<file path="src/rtl/tsr_pkg.sv">
package tsr_pkg;
   typedef enum logic [1:0] {
      TSR_SHIFT = 2'b00,
      TSR_PRPG  = 2'b01,
      TSR_SYS   = 2'b10,
      TSR_SIG   = 2'b11
   } tsr_mode_e;
endpackage

</file>
<file path="src/rtl/tsr_feedback.sv">
// Tap network: XOR of all stages enabled in TAPS.
module tsr_feedback #(
   parameter int unsigned          WIDTH = 8,
   parameter logic [WIDTH-1:0]     TAPS  = '1
) (
   input  logic [WIDTH-1:0] state,
   output logic             fb
);
   localparam bit FULL = (TAPS == {WIDTH{1'b1}});

   generate
      if (FULL) begin : g_full
         assign fb = ^state;
      end else begin : g_masked
         assign fb = ^(state & TAPS);
      end
   endgenerate
endmodule

</file>
<file path="src/rtl/tsr_cell.sv">
// One stage of the register with its four-way next-state select.
module tsr_cell
   import tsr_pkg::*;
(
   input  logic      clk,
   input  logic      rst,
   input  tsr_mode_e mode,
   input  logic      shift_in,
   input  logic      link_in,
   input  logic      z_bit,
   output logic      q
);
   logic d;

   always_comb begin
      unique case (mode)
         TSR_SHIFT: d = shift_in;
         TSR_PRPG:  d = link_in;
         TSR_SYS:   d = z_bit;
         TSR_SIG:   d = link_in ^ z_bit;
         default:   d = q;
      endcase
   end

   always_ff @(posedge clk) begin
      if (rst) q <= 1'b0;
      else     q <= d;
   end
endmodule

</file>
<file path="src/rtl/mode_test_reg.sv">
module mode_test_reg
   import tsr_pkg::*;
#(
   parameter int unsigned          WIDTH = 8,
   parameter logic [WIDTH-1:0]     TAPS  = '1
) (
   input  logic             clk,
   input  logic             rst,
   input  logic [1:0]       mode,
   input  logic [WIDTH-1:0] z,
   input  logic             scan_in,
   output logic [WIDTH-1:0] q,
   output logic             scan_out
);
   localparam int unsigned LAST = WIDTH - 1;

   if (WIDTH < 2) begin : g_chk_width
      $error("mode_test_reg: WIDTH must be at least 2");
   end
   if (TAPS[LAST] != 1'b1) begin : g_chk_taps
      $error("mode_test_reg: top stage must be a tap");
   end

   tsr_mode_e mode_e;
   logic      fb;

   assign mode_e = tsr_mode_e'(mode);

   tsr_feedback #(.WIDTH(WIDTH), .TAPS(TAPS)) fb_i (
      .state (q),
      .fb    (fb)
   );

   for (genvar i = 0; i < WIDTH; i++) begin : g_stage
      if (i == 0) begin : g_head
         tsr_cell cell_i (
            .clk      (clk),
            .rst      (rst),
            .mode     (mode_e),
            .shift_in (scan_in),
            .link_in  (fb),
            .z_bit    (z[0]),
            .q        (q[0])
         );
      end else begin : g_body
         tsr_cell cell_i (
            .clk      (clk),
            .rst      (rst),
            .mode     (mode_e),
            .shift_in (q[i-1]),
            .link_in  (q[i-1]),
            .z_bit    (z[i]),
            .q        (q[i])
         );
      end
   end

   assign scan_out = q[LAST];
endmodule

</file>
<file path="config.mk">
export PLATFORM = sky130hd
export DESIGN_NAME = mode_test_reg
export DESIGN_NICKNAME = d
export VERILOG_FILES = /design/src/rtl/tsr_pkg.sv /design/src/rtl/tsr_feedback.sv /design/src/rtl/tsr_cell.sv /design/src/rtl/mode_test_reg.sv
export SDC_FILE = /design/constraint.sdc
export NUM_CORES = 1
export LEC_CHECK = 0
export CAP_MARGIN = 20
export CORE_AREA = 5 5 43 45
export DETAILED_ROUTE_END_ITERATION = 10
export DIE_AREA = 0 0 48 50
export PLACE_DENSITY = 0.78
export SLEW_MARGIN = 0
export SYNTH_ARGS = -nofsm -noshare
export SYNTH_HDL_FRONTEND = slang
export SYNTH_SLANG_ARGS = --single-unit
</file>
<file path="constraint.sdc">
create_clock -name clk -period 4.5 [get_ports clk]
set_clock_uncertainty 0.2 [all_clocks]
set_input_delay 0.9 -clock clk [delete_from_list [all_inputs] [get_ports clk]]
set_output_delay 0.9 -clock clk [all_outputs]
set_load 0.02 [all_outputs]
</file>
==> results.py, run 1 <==
metrics = {
    "yosys": {
        "synth_warnings": 0,
        "ys_seq_area_share_pct": 30.0,
        "netlist_area_um2": 533,
        "yosys.area.top_type": "dfxtp_1",
        "yosys.area.top_type_share_pct": 30.0,
        "synth-xor-area-share_pct": 17.6,
        "avgSynthCellArea_um2": 9.03,
        "syn_inst": 59,
        "synth_area_leaders": "dfxtp_1 30%, buf_4 11%, mux2i_1 9.4%",
        "ys_ff_latch": 8,
        "synth_compound_area_share_pct": 20.7,
        "synthMuxAreaShare_pct": 9.39,
        "synth_simple_gate_area_share_pct": 7.51,
        "synth_top_family_by_area": "compound AO/OA/AOI/OAI gates",
        "synth.distinct_cells": 18,
        "synthAdderAreaFrac_pct": 0,
        "syn_nets": 72,
    },
    "min_path": {
        "hp-class": "reg -> reg",
    },
    "timing": {
        "period_needed_ns": 2.41,
        "setup_tns_ns": 0,
        "grt_setup_unrepaired": "false",
        "clock.fmax_mhz": 414,
        "hold_viol": 0,
        "max_slew_margin_pct": 72.5,
        "finalCritPeriodShare_pct": 53.6,
        "setup_viol": 0,
        "drv_slew": 0,
        "worstMarginPinSlew_ns": 0.411,
    },
    "floorplan": {
        "rows": 14,
        "initial_core_util_pct": 37.1,
        "die_x_um": 48,
        "die-area_um2": 2400,
        "die_h_um": 50,
        "ioPinCount": 22,
        "coreArea_um2": 1440,
    },
    "power_and_ir_drop": {
        "cellPowerDensity_nw_per_um2": 325,
        "vdd_ir_drop_max_v": 0.000161,
        "p_leak_nw": 0.268,
    },
    "detailed_routing": {
        "wirelength_um": 1250,
        "met3_length_um": 83,
        "drtPass1Iterations": 4,
        "vias_per_cell": 5.33,
        "postRouteAntennaNets": 0,
        "route.detailed.drc": 0,
        "wl_met2_um": 633,
        "drt_iter0_drc": 9,
        "met1_length_um": 511,
        "vias": 469,
        "top_layer": "met4",
        "avgRoutedWirePerCell_um": 14.2,
    },
    "clocking": {
        "cts_setup_buffers": 0,
        "postCtsHoldBufs": 0,
        "clock_tree.buffer_depth": 2,
        "worstSkewPairLatency_ns": 0.26,
        "cts_tree": "built",
        "cts.clk_slew.worst_paths_ns": 0.06,
        "cts-htree-levels": 1,
        "cts-root-buf": "clkbuf_4",
        "clkSinkCount": 8,
        "numCtsBuffers": 3,
        "ctsResizeCount": 0,
    },
    "worst_setup_path": {
        "required_ns": 3.40,
        "critPathCaptureType": "output port",
        "startpoint_type": "flip-flop",
        "reg2reg_depth": 4,
        "endpoint": "q[3]",
        "crit_start": "g_stage[3].g_body.cell_i.q",
        "crit_fanout": 4,
        "cp.depth": 1,
        "r2r_start": "g_stage[6].g_body.cell_i.q",
        "path_cells": "clkdlybuf4s50_1",
        "crit_type": "reg -> out",
        "cp_data_arrival_time_ns": 1.31,
        "r2r_slack_ns": 2.87,
        "r2r-end": "g_stage[0].g_head.cell_i.q",
        "slowest_stage": "clkdlybuf4s50_1",
        "max_stage_delay_ns": 0.64,
        "path_buf_inv": 1,
        "cp_top_family": "buffers and inverters",
    },
    "grt": {
        "track_usage_pct": 11.0,
        "grt-ovfl-total": 0,
        "grt_max_degree": 12,
        "grt_pass1_wl_um": 1840,
        "antenna_found_initial": 0,
        "first_global_vias": 429,
    },
    "place": {
        "placed_cell_area_um2": 692,
        "dpl.cell_count": 85,
        "finalWeightedCongestion": 0.730,
        "io_buffers": 21,
    },
    "finish": {
        "final_util_pct": 49.7,
        "syn_to_final_growth_pct": 34.0,
        "mostFrequentLayoutCells": "21 x clkdlybuf4s50_1, 8 x dfxtp_1, 7 x o21ai_0, 7 x nor2_1",
        "layout.cells.most_common": "clkdlybuf4s50_1",
        "finish.instance_area_um2": 714,
        "drive_gt1_share_pct": 11.1,
        "fin_cells": 88,
        "nets": 87,
        "antenna_cells": 0,
    },
    "run_status": {
        "status": "finished clean",
    },
    "job": {
        "maxCapViolations": 0,
    },
}
[layer usage]
metal	up-vias	GRT usage, %
met5	-	0
met4	0	8.07
met3	2	2.18
met2	15	16.5
met1	224	13.2
li1	228	-
[layout make-up]
| cell class | instances | area (um2) |
|---|---|---|
| Clock buffer | 3 | 22.5 |
| Timing Repair Buffer | 21 | 210 |
| Fill cell | 140 | 722 |
| Inverter | 2 | 7.51 |
| Multi-Input combinational cell | 38 | 294 |
| Tap cell | 16 | 20.0 |
| Sequential cell | 8 | 160 |
[worst min-delay path by stage]
| stage | startpoint | end | slack, ns | depth (start not counted) |
|---|---|---|---|---|
| 4_1_cts | g_stage[6].g_body.cell_i.q | g_stage[7].g_body.cell_i.q | 0.38 | 2 |
| 3_5_place_dp | g_stage[6].g_body.cell_i.q | g_stage[7].g_body.cell_i.q | 0.36 | 2 |
| 3_3_place_gp | g_stage[6].g_body.cell_i.q | g_stage[7].g_body.cell_i.q | 0.35 | 2 |
| 5_1_grt | g_stage[5].g_body.cell_i.q | g_stage[6].g_body.cell_i.q | 0.40 | 2 |
| 6_report | g_stage[6].g_body.cell_i.q | g_stage[7].g_body.cell_i.q | 0.37 | 2 |
| 2_1_floorplan | g_stage[6].g_body.cell_i.q | g_stage[7].g_body.cell_i.q | 0.32 | 2 |
[kinds of logic (layout without fill, tap and decap cells)]
group | count (synthesis) | count (layout)
buffers and inverters | 13 | 26
XOR/XNOR | 7 | 7
flip-flops | 8 | 8
AO/OA/AOI/OAI | 16 | 16
AND/OR/NAND/NOR | 10 | 10
multiplexers | 5 | 5
[power by group]
part	leakage (nW)	internal, W	switching (W)	total, W
Combinational	0.188	0.0000514	0.0000379	0.0000893
Sequential	0.0662	0.0000778	0.00000882	0.0000866
Clock	0.0138	0.0000306	0.0000255	0.0000561
[cell usage after synthesis]
| master | n |
|---|---|
| a21oi_1 | 1 |
| a221oi_2 | 1 |
| a22oi_1 | 5 |
| a32oi_1 | 2 |
| buf_1 | 1 |
| buf_4 | 8 |
| clkbuf_1 | 2 |
| dfxtp_1 | 8 |
| inv_2 | 2 |
| mux2i_1 | 5 |
| nand2_1 | 2 |
| nand2_2 | 1 |
| nor2_1 | 7 |
| o21ai_0 | 7 |
| xnor2_1 | 4 |
| xnor2_4 | 1 |
| xnor3_1 | 1 |
| xor2_1 | 1 |
[through the flow]
stage	power (W)	hold WS (ns)	worst slack [ns]
after global routing	0.000241	0.402	2.03
after floorplan	0.000153	0.316	2.65
after detailed placement	0.000178	0.362	1.94
after global placement	0.000175	0.350	1.97
final	0.000232	0.369	2.09
after CTS	0.000235	0.377	2.09
[registers in the layout (all words and copies together), names as in the netlist]
name and cells:
g_stage.g_body.cell_i.q 7, g_stage.g_head.cell_i.q 1
[worst register-to-register path: stages, from the launching register on]
cell	delay, ns
dfxtp_1	0.38
xor2_1	0.17
xnor3_1	0.44
xnor2_1	0.16
a221oi_2	0.21
(Power assumes the default switching activity.)
==> run 2, diff against run 1 <==
- clock period: 4.5 -> 2.3 ns (I/O delays scaled with it)
==> run 2 against run 1 <==
  * Critical path depth unchanged
  * Clock power increased by 89%
  * Power increased by 93%
  * Non-clock buffer count increased by 1
  * Highest routed layer unchanged
  * Sequential cell count unchanged
  * Critical path type unchanged
  * Count of clock-buffer cells in the layout unchanged
  * Combinational power increased by 94%
  * Hold slack improved by 0.0045 ns
  * Utilization increased by 0.52 points
  * First-iteration DRC count decreased by 11%
  * Largest power group unchanged
==> results.py, run 2 (synthesized netlist as in run 1, its figures left out) <==
metrics = {
    "run_status": {
        "status": "finished clean",
    },
    "finish": {
        "fill_cells": 143,
        "regMostFlops": "g_stage.g_body.cell_i.q",
        "layout.cells.most_common": "clkdlybuf4s50_1",
        "nets": 88,
        "multi_input_area_um2": 294,
        "mostFrequentLayoutCells": "21 x clkdlybuf4s50_1, 8 x dfxtp_1, 7 x o21ai_0, 7 x nor2_1",
        "reg.largest.list": "g_stage.g_body.cell_i.q (7), g_stage.g_head.cell_i.q (1)",
        "antenna_cells": 0,
        "drive_gt1_share_pct": 12.3,
        "syn_to_final_growth_pct": 35.4,
        "largest_register_ffs": 7,
        "seq_area_um2": 160,
    },
    "clocking": {
        "postCtsHoldBufs": 0,
        "clock_tree.buffer_depth": 2,
        "clkSinkCount": 8,
        "cts-htree-levels": 1,
        "cts_setup_buffers": 0,
        "cts.clk_slew.worst_paths_ns": 0.05,
        "cts_tree": "built",
        "worstSkewPairLatency_ns": 0.25,
        "ctsResizeCount": 0,
        "cts-root-buf": "clkbuf_4",
        "numCtsBuffers": 3,
    },
    "timing": {
        "period_needed_ns": 1.97,
        "setup_tns_ns": 0,
        "hold_viol": 0,
        "finalCritPeriodShare_pct": 85.6,
        "hold_ws_ns": 0.373,
        "drv_slew": 0,
        "clock.fmax_mhz": 508,
        "max_slew_margin_pct": 73.8,
        "worstMarginPinSlew_ns": 0.390,
        "fin_ws_ns": 0.331,
        "setup_viol": 0,
        "grt_setup_unrepaired": "false",
    },
    "grt": {
        "grt_pass1_wl_um": 1810,
        "antenna_found_initial": 0,
        "grt-ovfl-total": 0,
        "grt_max_degree": 11,
        "track_usage_pct": 11.0,
        "first_global_vias": 418,
    },
    "floorplan": {
        "die_h_um": 50,
        "die_x_um": 48,
        "ioPinCount": 22,
        "rows": 14,
        "die-area_um2": 2400,
        "coreArea_um2": 1440,
        "initial_core_util_pct": 37.1,
    },
    "worst_setup_path": {
        "cp_data_arrival_time_ns": 1.31,
        "path_cells": "clkdlybuf4s50_1",
        "slowest_stage": "clkdlybuf4s50_1",
        "crit_fanout": 4,
        "cp_top_family": "buffers and inverters",
        "critPathCaptureType": "output port",
        "startpoint_type": "flip-flop",
        "required_ns": 1.64,
        "crit_type": "reg -> out",
        "max_stage_delay_ns": 0.64,
        "path_buf_inv": 1,
    },
    "power_and_ir_drop": {
        "cellPowerDensity_nw_per_um2": 621,
        "p_leak_nw": 0.272,
        "vdd_ir_drop_max_v": 0.000323,
    },
    "place": {
        "finalWeightedCongestion": 0.816,
        "place_ws_ns": 0.408,
        "dp_hpwl_um": 888,
        "io_buffers": 21,
    },
    "detailed_routing": {
        "avgRoutedWirePerCell_um": 12.9,
        "wirelength_um": 1150,
        "postRouteAntennaNets": 0,
        "route.detailed.drc": 0,
        "drtPass1Iterations": 4,
        "vias": 460,
        "vias_per_cell": 5.17,
        "drt_iter0_drc": 8,
    },
    "job": {
        "maxCapViolations": 0,
    },
    "min_path": {
        "hp-class": "reg -> reg",
    },
}
-- run 2: layout make-up --
| class | instances | share of cell area [%] |
|---|---|---|
| timing repair buffer | 22 | 30.2 |
| tap | 16 | 2.77 |
| clock buffer | 3 | 3.12 |
| multi-input combinational | 38 | 40.7 |
| sequential | 8 | 22.2 |
| inverter | 2 | 1.04 |
-- run 2: stage by stage --
step / util (%) / power (W) / area [um2] / std cells
after floorplan: - / 0.000300 / 533 / 59
after global placement: 48.7 / 0.000343 / 699 / 86
after detailed placement: 48.7 / 0.000347 / 699 / 86
after CTS: 50.3 / 0.000456 / 722 / 89
after global routing: 50.3 / 0.000475 / 722 / 89
final: 50.3 / 0.000448 / 722 / 89
-- run 2: report_power, final --
part / switching [W] / internal, W / total, W
sequential: 0.0000174 / 0.000152 / 0.000170
clock: 0.0000463 / 0.0000596 / 0.000106
combinational: 0.0000711 / 0.000102 / 0.000173
total: 0.000135 / 0.000314 / 0.000448
-- run 2: routing by layer --
layer	routed length (um)	part of all wire (%)	up-vias	GRT usage [%]
li1	-	-	231	-
met1	483	42	209	13.4
met2	539	47	16	15.0
met3	89	7.8	4	4.00
met4	34	3.0	0	8.07
met5	0	0	-	0
-- run 2: path summary, 6_finish.rpt --
kind,cells after the start,slack [ns],endpoint,from
setup / recovery,1,0.33,q[1],g_stage[1].g_body.cell_i.q
hold / removal,2,0.37,g_stage[6].g_body.cell_i.q,g_stage[5].g_body.cell_i.q
setup reg to reg,4,0.69,g_stage[0].g_head.cell_i.q,g_stage[6].g_body.cell_i.q
hold reg to reg,2,0.37,g_stage[6].g_body.cell_i.q,g_stage[5].g_body.cell_i.q
==> run 3, diff against run 2 <==
- ABC_AREA: not set -> 1
- CORE_AREA: 5 5 43 45 -> 5 5 44 46
- DIE_AREA: 0 0 48 50 -> 0 0 49 51
- PLACE_DENSITY: 0.78 -> 0.81
==> run 3 against run 2 <==
  * Non-clock buffer count stayed put
  * Register-to-register slack better by 0.17 ns
  * Largest cell class unchanged
  * Cell count is 49% higher
  * Power is 9.2% lower
  * Sequential share of layout area is 2.2 points lower
  * Die area is 4.1% higher
  * Wire length is 19% higher
  * Sequential power is 2% lower
  * Synthesized area is 16% higher
  * Critical endpoint is now q[0]
==> results.py, run 3 <==
metrics = {
    "run_status": {
        "status": "finished clean",
    },
    "yosys": {
        "ys_ff_latch": 8,
        "ys_seq_area_share_pct": 26.0,
        "yosys.area.top_type": "nand2_1",
        "synth_edf_count": 0,
        "synthFlopType": "dfxtp_1",
        "avgSynthCellArea_um2": 5.99,
        "syn_nets": 116,
        "netlist_area_um2": 617,
        "syn_inst": 103,
        "synth_area_leaders": "nand2_1 26%, dfxtp_1 26%, buf_4 11%",
        "yosys.area.top_type_share_pct": 26.2,
        "synth_warnings": 0,
        "yosysMostFrequentCell": "nand2_1",
        "ys_async_sr_fraction_pct": 0,
        "synth.distinct_cells": 11,
        "yosys-top-cells-count": "43 x nand2_1, 10 x nor2_1, 9 x buf_4, 9 x inv_1",
    },
    "worst_setup_path": {
        "crit_type": "reg -> out",
        "crit_fanout": 6,
        "max_stage_delay_ns": 0.65,
        "path_cells": "clkdlybuf4s50_1",
        "r2r_slack_ns": 0.86,
        "cp_data_arrival_time_ns": 1.34,
        "slowest_stage": "clkdlybuf4s50_1",
        "cp_top_family": "buffers and inverters",
        "required_ns": 1.64,
        "startpoint_type": "flip-flop",
        "path_buf_inv": 1,
        "critPathCaptureType": "output port",
    },
    "power_and_ir_drop": {
        "combPwrFrac_pct": 33.4,
        "vdd_ir_drop_max_v": 0.000310,
        "cellPowerDensity_nw_per_um2": 510,
        "switchingPower_w": 0.000131,
        "swShare_pct": 32.0,
        "clockPowerShare_pct": 26.0,
        "p_int_w": 0.000277,
        "power_frac_seq_pct": 40.6,
        "p_leak_nw": 0.393,
    },
    "grt": {
        "antenna_found_initial": 0,
        "grt-ovfl-total": 0,
        "grt_max_degree": 12,
        "grt_pass1_wl_um": 2150,
        "track_usage_pct": 10.8,
        "first_global_vias": 535,
    },
    "floorplan": {
        "ioPinCount": 22,
        "die_h_um": 51,
        "rows": 14,
        "die-area_um2": 2500,
        "coreArea_um2": 1470,
        "die_x_um": 49,
        "initial_core_util_pct": 41.9,
    },
    "clocking": {
        "postCtsHoldBufs": 0,
        "numCtsBuffers": 3,
        "cts_setup_buffers": 0,
        "clkSinkCount": 8,
        "cts_tree": "built",
        "clock_tree.buffer_depth": 2,
        "cts.clk_slew.worst_paths_ns": 0.05,
        "cts-root-buf": "clkbuf_4",
        "cts-htree-levels": 1,
        "ctsResizeCount": 0,
        "worstSkewPairLatency_ns": 0.25,
    },
    "finish": {
        "syn_to_final_growth_pct": 29.6,
        "reg.largest.list": "g_stage.g_body.cell_i.q (7), g_stage.g_head.cell_i.q (1)",
        "antenna_cells": 0,
        "nets": 132,
        "drive_gt1_share_pct": 6.84,
        "fill_cells": 151,
        "mostFrequentLayoutCells": "43 x nand2_1, 21 x clkdlybuf4s50_1, 10 x nor2_1",
        "finish.instance_area_um2": 800,
        "layout.cells.most_common": "nand2_1",
        "largest_register_ffs": 7,
        "regMostFlops": "g_stage.g_body.cell_i.q",
    },
    "detailed_routing": {
        "drt_iter0_drc": 20,
        "avgRoutedWirePerCell_um": 10.2,
        "wirelength_um": 1360,
        "vias_per_cell": 5.12,
        "vias": 681,
        "postRouteAntennaNets": 0,
        "route.detailed.drc": 0,
        "drtPass1Iterations": 4,
    },
    "job": {
        "maxCapViolations": 0,
    },
    "timing": {
        "hold_ws_ns": 0.410,
        "worstMarginPinSlew_ns": 0.369,
        "drv_slew": 0,
        "max_slew_margin_pct": 75.3,
        "clock.fmax_mhz": 499,
        "grt_setup_unrepaired": "false",
        "finalCritPeriodShare_pct": 87.1,
        "setup_viol": 0,
        "setup_tns_ns": 0,
        "hold_viol": 0,
        "period_needed_ns": 2.00,
    },
    "place": {
        "dp_hpwl_um": 1080,
        "finalWeightedCongestion": 0.736,
        "io_buffers": 21,
        "placed_cell_area_um2": 777,
    },
    "min_path": {
        "hp-class": "reg -> reg",
    },
}
run 3: changes by cell type after synthesis, sizes merged, moves of 3 or more:
cell / previous run / this run
mux2i: 5 / 0
nand4: 0 / 8
nand2: 3 / 43
inv: 2 / 12
nor2: 7 / 10
nand3: 0 / 3
o21ai: 7 / 0
xnor2: 5 / 0
run 3: final timing paths:
path / from / end / cells past startpoint
setup / recovery: g_stage[0].g_head.cell_i.q / q[0] / 1
hold / removal: g_stage[2].g_body.cell_i.q / g_stage[3].g_body.cell_i.q / 2
setup reg to reg: g_stage[5].g_body.cell_i.q / g_stage[0].g_head.cell_i.q / 11
hold reg to reg: g_stage[2].g_body.cell_i.q / g_stage[3].g_body.cell_i.q / 2
run 3: power by group through the flow:
stage	clock, W	sequential (W)	combinational, W
after floorplan	0	0.000166	0.0000957
after global placement	0	0.000168	0.000132
after detailed placement	0	0.000168	0.000136
after CTS	0.000109	0.000165	0.000137
after global routing	0.000113	0.000169	0.000152
final	0.000106	0.000166	0.000136
run 3: cells by family (layout without fill, tap and decap cells):
| group | Yosys count | count (layout) | synth area share (%) |
|---|---|---|---|
| flip-flops | 8 | 8 | 26.0 |
| AO/OA/AOI/OAI | 7 | 7 | 8.52 |
| AND/OR/NAND/NOR | 64 | 64 | 42.8 |
| buffers and inverters | 24 | 38 | 22.7 |
run 3: per-layer routing:
metal	share of wire [%]	routed length, um	vias up	global-route usage [%]
met4	1.4	19	0	6.73
met1	40	539	299	12.4
met2	50	679	28	18.0
li1	-	-	350	-
met5	0	0	-	0
met3	9.0	123	4	2.33
run 3: through the flow:
stage	util [%]	setup slack [ns]	instances	power, W
finish	54.3	0.298	133	0.000407
global route	54.3	0.229	133	0.000433
CTS	54.3	0.283	133	0.000412
detailed placement	52.8	0.392	130	0.000305
global placement	52.8	0.445	130	0.000300
floorplan	-	0.913	103	0.000261
run 3: layout make-up:
type	count	area [um2]	share of cell area (%)
Multi-Input combinational cell	71	317	39.6
Timing Repair Buffer	22	218	27.2
Sequential cell	8	160	20.0
Inverter	13	62.6	7.82
Clock buffer	3	22.5	2.82
Tap cell	16	20.0	2.50
